===== src/rtl/owm_pkg.sv =====
// Package: shared request encoding for the single-wire slot engine.
// Assumes: operation code values are fixed by the host interface (R8 relies on 2'b11).
package owm_pkg;

    typedef enum logic [1:0] {
        OP_RESET = 2'b00,
        OP_WRITE = 2'b01,
        OP_READ  = 2'b10,
        OP_NONE  = 2'b11
    } owm_op_e;

    typedef struct packed {
        owm_op_e op;
        logic    wbit;
        logic    fast;
    } owm_req_t;

endpackage


===== src/rtl/owm_tick_gen.sv =====
// Module: microsecond tick prescaler.
// Counts DIV system clocks per tick while run is high; restart realigns the
// count so the first tick arrives exactly DIV cycles after a slot starts.
// Assumes: DIV >= 1.
module owm_tick_gen #(
    parameter int DIV = 100
) (
    input  logic clk,
    input  logic rst_n,
    input  logic restart,
    input  logic run,
    output logic tick
);
    localparam int PW = (DIV > 1) ? $clog2(DIV) : 1;
    localparam logic [PW-1:0] LAST = PW'(DIV - 1);

    logic [PW-1:0] pre_q;

    assign tick = run && !restart && (pre_q == LAST);

    // Advance the prescaler while a slot runs, wrap on each tick.
    always_ff @(posedge clk) begin
        if (!rst_n || restart) begin
            pre_q <= '0;
        end else if (run) begin
            pre_q <= (pre_q == LAST) ? '0 : pre_q + PW'(1);
        end
    end

    generate
        if (DIV > 1) begin : g_spacing_chk
            // ticks are spaced by the divider, never back to back
            a_r10_tick_spacing: assert property (@(posedge clk) disable iff (!rst_n)
                tick |=> !tick);
        end
    endgenerate

endmodule


===== src/rtl/owm_line_sync.sv =====
// Module: metastability synchronizer for the raw bus level.
// A chain of STAGES flops, reset to the idle (released, high) level.
// Assumes: STAGES >= 2.
module owm_line_sync #(
    parameter int STAGES = 2
) (
    input  logic clk,
    input  logic rst_n,
    input  logic line_raw,
    output logic line_s
);
    logic [STAGES-1:0] stg_q;

    generate
        for (genvar gi = 0; gi < STAGES; gi++) begin : g_stage
            // Shift the bus level one flop further down the chain.
            always_ff @(posedge clk) begin
                if (!rst_n) begin
                    stg_q[gi] <= 1'b1;
                end else if (gi == 0) begin
                    stg_q[gi] <= line_raw;
                end else begin
                    stg_q[gi] <= stg_q[(gi == 0) ? 0 : gi - 1];
                end
            end
        end
    endgenerate

    assign line_s = stg_q[STAGES-1];

endmodule


===== src/rtl/owm_slot_timing.sv =====
// Module: per-slot timing table.
// Maps the captured request to low width, sample point and slot end, all
// in microseconds from slot start. Purely combinational.
// Assumes: parameter values keep the sample point after the low pulse and
// before the slot end.
module owm_slot_timing
    import owm_pkg::*;
#(
    parameter int UW        = 11,
    parameter int W0_STD    = 65,
    parameter int W0_OD     = 8,
    parameter int W1_STD    = 6,
    parameter int W1_OD     = 1,
    parameter int RDL_STD   = 6,
    parameter int RDL_OD    = 1,
    parameter int RDS_STD   = 8,
    parameter int RDS_OD    = 1,
    parameter int RST_STD   = 480,
    parameter int RST_OD    = 48,
    parameter int PRS_STD   = 70,
    parameter int PRS_OD    = 8,
    parameter int REC_STD   = 5,
    parameter int REC_OD    = 2,
    parameter int SLOT_STD  = 70,
    parameter int SLOT_OD   = 10
) (
    input  owm_req_t        req,
    output logic [UW-1:0]   low_us,
    output logic [UW-1:0]   samp_us,
    output logic [UW-1:0]   stop_us,
    output logic            samp_en
);
    logic [UW-1:0] rec_us;
    logic [UW-1:0] slot_us;
    logic [UW-1:0] min_stop;

    // Select the low width and sample point for the requested operation.
    always_comb begin
        rec_us  = req.fast ? UW'(REC_OD)  : UW'(REC_STD);
        slot_us = req.fast ? UW'(SLOT_OD) : UW'(SLOT_STD);
        samp_en = 1'b0;
        case (req.op)
            OP_RESET: begin
                low_us  = req.fast ? UW'(RST_OD) : UW'(RST_STD);
                samp_us = low_us + (req.fast ? UW'(PRS_OD) : UW'(PRS_STD));
                samp_en = 1'b1;
            end
            OP_READ: begin
                low_us  = req.fast ? UW'(RDL_OD) : UW'(RDL_STD);
                samp_us = low_us + (req.fast ? UW'(RDS_OD) : UW'(RDS_STD));
                samp_en = 1'b1;
            end
            OP_WRITE: begin
                if (req.wbit) low_us = req.fast ? UW'(W1_OD) : UW'(W1_STD);
                else          low_us = req.fast ? UW'(W0_OD) : UW'(W0_STD);
                samp_us = low_us;
            end
            default: begin
                low_us  = UW'(1);
                samp_us = low_us;
            end
        endcase
    end

    // Slot end: reset doubles its low time, others take the longer of the
    // minimum slot and low-plus-recovery.
    always_comb begin
        min_stop = low_us + rec_us;
        if (req.op == OP_RESET) stop_us = low_us + low_us;
        else                    stop_us = (min_stop > slot_us) ? min_stop : slot_us;
    end

    // the slot always ends after the low pulse; sample lies inside the slot
    always_comb begin
        a_r5_stop_after_low: assert (stop_us > low_us);
        a_r3_samp_in_slot: assert (!samp_en || (samp_us > low_us && samp_us < stop_us));
    end

endmodule


===== src/rtl/owm_slot_ctrl.sv =====
// Module: slot sequencer.
// Accepts a request when idle, drives the pull-down for the low width,
// samples the synchronized line at the sample point and ends the slot with
// a one-cycle done pulse. Counts microseconds from the tick input.
// Assumes: timing inputs are derived from req_q and stable during a slot.
module owm_slot_ctrl
    import owm_pkg::*;
#(
    parameter int UW = 11
) (
    input  logic          clk,
    input  logic          rst_n,
    input  logic          start,
    input  owm_req_t      req_in,
    input  logic          tick,
    input  logic          line_s,
    input  logic [UW-1:0] low_us,
    input  logic [UW-1:0] samp_us,
    input  logic [UW-1:0] stop_us,
    input  logic          samp_en,
    output owm_req_t      req_q,
    output logic          accept,
    output logic          busy,
    output logic          pull_low,
    output logic          done,
    output logic          rsp_bit
);
    logic [UW-1:0] us_cnt;
    logic [UW-1:0] us_nxt;
    logic          at_end;
    logic          at_samp;

    assign accept  = start && !busy && (req_in.op != OP_NONE);
    assign us_nxt  = us_cnt + UW'(1);
    assign at_end  = busy && tick && (us_nxt == stop_us);
    assign at_samp = busy && tick && samp_en && (us_nxt == samp_us);

    // Slot state: capture request, count microseconds, end the slot.
    always_ff @(posedge clk) begin
        if (!rst_n) begin
            req_q  <= '{op: OP_NONE, wbit: 1'b0, fast: 1'b0};
            busy   <= 1'b0;
            us_cnt <= '0;
            done   <= 1'b0;
        end else begin
            done <= 1'b0;
            if (accept) begin
                req_q  <= req_in;
                busy   <= 1'b1;
                us_cnt <= '0;
            end else if (busy && tick) begin
                us_cnt <= at_end ? '0 : us_nxt;
                if (at_end) begin
                    busy <= 1'b0;
                    done <= 1'b1;
                end
            end
        end
    end

    // Pull-down enable: high from acceptance until the low width elapses.
    always_ff @(posedge clk) begin
        if (!rst_n) begin
            pull_low <= 1'b0;
        end else if (accept) begin
            pull_low <= 1'b1;
        end else if (busy && tick) begin
            pull_low <= !at_end && (us_nxt < low_us);
        end
    end

    // Response bit: cleared at acceptance, loaded at the sample point.
    always_ff @(posedge clk) begin
        if (!rst_n) begin
            rsp_bit <= 1'b0;
        end else if (accept) begin
            rsp_bit <= 1'b0;
        end else if (at_samp) begin
            rsp_bit <= (req_q.op == OP_RESET) ? !line_s : line_s;
        end
    end

    // busy rises only on an accepted strobe
    a_r6_busy_from_start: assert property (@(posedge clk) disable iff (!rst_n)
        $rose(busy) |-> $past(start));
    // done is a lone pulse with busy already low
    a_r6_done_idle: assert property (@(posedge clk) disable iff (!rst_n)
        done |-> !busy);
    a_r6_done_single: assert property (@(posedge clk) disable iff (!rst_n)
        done |=> !done);
    // a running slot is never restarted by a new strobe
    a_r7_no_restart: assert property (@(posedge clk) disable iff (!rst_n)
        (busy && $past(busy)) |-> (us_cnt >= $past(us_cnt)));
    // the timer stays inside the slot
    a_r5_cnt_bound: assert property (@(posedge clk) disable iff (!rst_n)
        busy |-> (us_cnt < stop_us));
    // no pull-down outside a slot
    a_r2_pull_in_slot: assert property (@(posedge clk) disable iff (!rst_n)
        pull_low |-> busy);
    // line already released at the sample point
    a_r3_sample_released: assert property (@(posedge clk) disable iff (!rst_n)
        at_samp |-> !pull_low);
    // slot ends with the line released
    a_r5_release_at_end: assert property (@(posedge clk) disable iff (!rst_n)
        at_end |-> !pull_low);

endmodule


===== src/rtl/owm_slot_engine.sv =====
// Module: single-wire bus master time-slot engine (top).
// Generates reset/presence, write and read slots at two speeds from a host
// strobe, and returns the sampled bit with a done pulse.
// Assumes: CLK_PER_US system clocks make one microsecond; the pull-down
// output drives an external open-drain pad, bus_line_in is asynchronous.
module owm_slot_engine
    import owm_pkg::*;
#(
    parameter int CLK_PER_US  = 100,
    parameter int SYNC_STAGES = 2,
    parameter int W0_STD      = 65,
    parameter int W0_OD       = 8,
    parameter int W1_STD      = 6,
    parameter int W1_OD       = 1,
    parameter int RDL_STD     = 6,
    parameter int RDL_OD      = 1,
    parameter int RDS_STD     = 8,
    parameter int RDS_OD      = 1,
    parameter int RST_STD     = 480,
    parameter int RST_OD      = 48,
    parameter int PRS_STD     = 70,
    parameter int PRS_OD      = 8,
    parameter int REC_STD     = 5,
    parameter int REC_OD      = 2,
    parameter int SLOT_STD    = 70,
    parameter int SLOT_OD     = 10
) (
    input  logic       clk,
    input  logic       rst_n,
    input  logic       cmd_start,
    input  logic [1:0] cmd_op,
    input  logic       cmd_wbit,
    input  logic       cmd_fast,
    output logic       rsp_bit,
    output logic       rsp_done,
    output logic       busy,
    output logic       bus_pull_low,
    input  logic       bus_line_in
);
    localparam int T_MAX = 2 * RST_STD + SLOT_STD + W0_STD;
    localparam int UW    = $clog2(T_MAX + 1);

    owm_req_t      req_in;
    owm_req_t      req_q;
    logic          accept;
    logic          tick;
    logic          line_s;
    logic [UW-1:0] low_us;
    logic [UW-1:0] samp_us;
    logic [UW-1:0] stop_us;
    logic          samp_en;

    assign req_in = '{op: owm_op_e'(cmd_op), wbit: cmd_wbit, fast: cmd_fast};

    owm_tick_gen #(.DIV(CLK_PER_US)) u_tick (
        .clk     (clk),
        .rst_n   (rst_n),
        .restart (accept),
        .run     (busy),
        .tick    (tick)
    );

    owm_line_sync #(.STAGES(SYNC_STAGES)) u_sync (
        .clk      (clk),
        .rst_n    (rst_n),
        .line_raw (bus_line_in),
        .line_s   (line_s)
    );

    owm_slot_timing #(
        .UW(UW),
        .W0_STD(W0_STD), .W0_OD(W0_OD), .W1_STD(W1_STD), .W1_OD(W1_OD),
        .RDL_STD(RDL_STD), .RDL_OD(RDL_OD), .RDS_STD(RDS_STD), .RDS_OD(RDS_OD),
        .RST_STD(RST_STD), .RST_OD(RST_OD), .PRS_STD(PRS_STD), .PRS_OD(PRS_OD),
        .REC_STD(REC_STD), .REC_OD(REC_OD), .SLOT_STD(SLOT_STD), .SLOT_OD(SLOT_OD)
    ) u_timing (
        .req     (req_q),
        .low_us  (low_us),
        .samp_us (samp_us),
        .stop_us (stop_us),
        .samp_en (samp_en)
    );

    owm_slot_ctrl #(.UW(UW)) u_ctrl (
        .clk      (clk),
        .rst_n    (rst_n),
        .start    (cmd_start),
        .req_in   (req_in),
        .tick     (tick),
        .line_s   (line_s),
        .low_us   (low_us),
        .samp_us  (samp_us),
        .stop_us  (stop_us),
        .samp_en  (samp_en),
        .req_q    (req_q),
        .accept   (accept),
        .busy     (busy),
        .pull_low (bus_pull_low),
        .done     (rsp_done),
        .rsp_bit  (rsp_bit)
    );

endmodule


===== config.mk =====
export PLATFORM = sky130hd
export DESIGN_NAME = owm_slot_engine
export DESIGN_NICKNAME = d
export VERILOG_FILES = /design/src/rtl/owm_pkg.sv /design/src/rtl/owm_tick_gen.sv /design/src/rtl/owm_line_sync.sv /design/src/rtl/owm_slot_timing.sv /design/src/rtl/owm_slot_ctrl.sv /design/src/rtl/owm_slot_engine.sv
export SDC_FILE = /design/constraint.sdc
export NUM_CORES = 1
export LEC_CHECK = 0
export BUFFER_PORTS_ARGS = -buffer_cell sky130_fd_sc_hd__buf_2
export CAP_MARGIN = 20
export CORE_ASPECT_RATIO = 1.25
export CORE_MARGIN = 5
export CORE_UTILIZATION = 40
export CTS_CLUSTER_SIZE = 12
export DETAILED_ROUTE_END_ITERATION = 8
export HOLD_SLACK_MARGIN = 0.12
export PLACE_DENSITY = 0.52
export SLEW_MARGIN = 20
export SYNTH_ARGS = -nofsm -noshare
export SYNTH_HDL_FRONTEND = slang
export SYNTH_HIERARCHICAL = 1
export SYNTH_SLANG_ARGS = --single-unit

===== constraint.sdc =====
create_clock -name clk -period 13.2 [get_ports clk]
set_clock_uncertainty 0.05 [all_clocks]
set_input_delay 0.66 -clock clk [delete_from_list [all_inputs] [get_ports clk]]
set_output_delay 0.66 -clock clk [all_outputs]
set_load 0.01 [all_outputs]

==> results.yml <==
setup_path:
  crit_path_frequent_cell: "ha_1"
  cp-start-kind: "flip-flop"
  cp_max_fo: 16
  crit_path_top_delay_cell: "dfxtp_1"
  path_buf_inv: 1
  path_delay_family: "compound AO/OA/AOI/OAI gates"
  end_kind: "flip-flop"
  path_cells: "inv_1 -> ha_1 -> a21oi_1 -> a21o_2 -> ha_1 -> fa_1 -> ha_1 -> nand4bb_1 -> o2bb2ai_1 -> a31oi_4 -> and3_1 -> xnor2_1 -> nor4_1 -> o2111ai_1 -> or4b_1 -> o31ai_4 -> nor2_1"
  required_ns: 13.30
  worst-setup-path-type: "reg2reg"
  cp.arrival_ns: 5.63
  max_stage_delay_ns: 0.73
synth:
  yosysTopAreaCell: "dfxtp_1"
  async_flop_share_pct: 0
  synth_area_per_cell_um2: 8.495
  ys_seq_elements: 28
  synthTopCellsByCount: "35 x nor2_1, 28 x dfxtp_1, 27 x inv_1, 25 x nand2_1, 22 x ha_1"
  synthDistinctLibCells: 56
  synth_most_common_cell: "nor2_1"
  synthCells: 313
  seq_area_frac_synth_pct: 21.08
  synth_edf_count: 0
  synth_top_area_share_pct: 21.08
  yosysWarnings: 6
  synth_flop_cell: "dfxtp_1"
  netlist_area_mm2: 0.002659
  synthTopCellsByArea: "dfxtp_1 21%, ha_1 10%, xnor3_1 6.8%, xor2_1 6.6%, nor2_1 4.9%"
clock_network:
  cts_tree: "built"
  cts_buffers: 3
  clock-root-buffer: "clkbuf_8"
  htreeDepth: 1
  cts.repair.resized: 0
  cts.sinks: 28
  clk_pin_slew_worst_paths_ns: 0.10
  postCtsSetupRepairBufs: 0
  cts.path.max_buffers: 2
  cts_hold_buf: 0
  clkLatencyLatePin_ns: 0.27
die:
  core_area_mm2: 0.006524
  die-area_mm2: 0.008387
  rows: 33
  initial_core_util_pct: 40.76
  ios: 12
  die_h_um: 101.2
  die_w_um: 82.92
sta:
  setup-tns-final_ns: 0
  finalMaxSlewViolations: 0
  tightestPinTransition_ns: 0.6553
  setup_ws_ns: 7.676
  slew_headroom_pct: 55.18
  min_period_ns: 5.524
  hold_viol_final: 0
  clock.fmax_mhz: 181.0
  rsz0062_at_grt: "false"
  setup_viol: 0
  post-route-period-util_pct: 41.85
global_routing:
  antenna_found_initial: 0
  grt_max_degree: 17
  groute.usage.overall_pct: 14.75
  grt_pass1_wl_mm: 10.14
  overflow: 0
  grt_pass1_vias: 2084
final_layout:
  drive_above_1_share_pct: 7.395
  fin_area_mm2: 0.002779
  diodes: 0
  final_nets: 345
  area_growth_pct: 4.518
  n_fill_cell: 712
detailed_routing:
  wl_met2_mm: 3.048
  wl_met3_um: 47
  drt_iter0_markers: 77
  via_per_inst: 5.028
  top_layer: "met4"
  vias: 2001
  drc: 0
  routed_wl_mm: 5.866
  ant_nets: 0
  avgRoutedWirePerCell_um: 14.74
  wl_met1_mm: 2.667
  firstDrtPassIters: 4
place:
  gp_congestion: 0.8588
  port_buffers: 11
  place_area_mm2: 0.002708
  dp_slack_ns: 7.725
  hpwlAfterDp_mm: 4.754
power:
  leakagePower_uw: 0.001167
  power_per_cell_area_mw_per_mm2: 72.69
  irDropWorstVdd_mv: 0.05536
worst_hold_path:
  hp-class: "reg2reg"
outcome:
  status: "finished, final reports clean"
run:
  maxCapViolCount: 0
metal layers:
metal,vias to the layer above,track usage (%)
met5,-,0
met4,0,4.528
met3,6,1.139
met2,5,27.78
met1,931,17.90
li1,1059,-
where the power goes:
| group | internal, uW | switching, uW | leakage (uW) |
|---|---|---|---|
| Clock | 40.6 | 27.0 | 0.0000357 |
| Combinational | 20.0 | 24.7 | 0.000904 |
| Sequential | 86.4 | 3.42 | 0.000227 |
| Total | 147 | 55.1 | 0.00117 |
path summary, 6_finish.rpt:
path / from / to / slack, ns / cells past startpoint
min reg2reg: u_sync/stg_q[0] / u_sync/line_s / 0.37 / 1
max: u_ctrl/req_q[0] / u_ctrl/us_cnt[4] / 7.68 / 17
min: u_sync/stg_q[0] / u_sync/line_s / 0.37 / 1
max reg2reg: u_ctrl/req_q[0] / u_ctrl/us_cnt[4] / 7.68 / 17
worst register-to-register path, stage by stage (launching register included):
cell	delay, ns
dfxtp_1	0.73
inv_1	0.34
ha_1	0.37
a21oi_1	0.09
a21o_2	0.22
ha_1	0.24
fa_1	0.44
ha_1	0.30
nand4bb_1	0.11
o2bb2ai_1	0.27
a31oi_4	0.18
and3_1	0.25
xnor2_1	0.12
nor4_1	0.28
o2111ai_1	0.14
or4b_1	0.65
o31ai_4	0.54
nor2_1	0.10
state kept, by name, summed over array words and instances, names as in the netlist:
name,count
u_sync/line_s,1
u_ctrl/pull_low,1
u_sync/stg_q,1
u_ctrl/rsp_bit,1
u_ctrl/us_cnt,11
u_ctrl/done,1
u_tick/pre_q,7
u_ctrl/busy,1
u_ctrl/req_q,4
placed cells by master, fill, tap and decap left out, types with 6 or more instances in the layout:
| master | count |
|---|---|
| inv_1 | 27 |
| conb_1 | 7 |
| xnor3_1 | 8 |
| xor2_1 | 20 |
| nand3_1 | 8 |
| dfxtp_1 | 28 |
| xnor2_1 | 14 |
| buf_2 | 11 |
| mux2i_1 | 7 |
| nand2_1 | 25 |
| nor2_1 | 35 |
| a21oi_1 | 12 |
| nand4_1 | 6 |
| ha_1 | 22 |
| o21ai_0 | 7 |
kinds of logic after synthesis:
logic type,count (synthesis),synth area share (%)
mux,7,2.635
simple gates,111,21.98
fa+ha+maj,25,12.61
buf+inv,49,8.847
xor+xnor,43,18.87
compound gates,48,13.69
flops,28,21.08
other cells,2,0.2825
stage by stage:
stage / hold WS [ns] / power, uW / utilization [%] / instances
global route: 0.3971 / 214.2 / 42.60 / 398
finish: 0.3736 / 202.0 / 42.60 / 398
global placement: 0.3552 / 136.5 / 41.50 / 394
CTS: 0.3832 / 204.9 / 42.60 / 398
detailed placement: 0.3576 / 136.5 / 41.50 / 394
floorplan: 0.3363 / 127.4 / - / 318
area by class of cell:
type,count,area [um2],share of cell area (%)
multi-input cells,241,1882,67.72
flip-flops and latches,28,560.5,20.17
well taps,87,108.9,3.917
inverters,27,101.3,3.647
repair buffers,11,55.05,1.981
clock buffers,3,41.29,1.486
clock inverters,1,30.03,1.081
(Power assumes the default switching activity.)
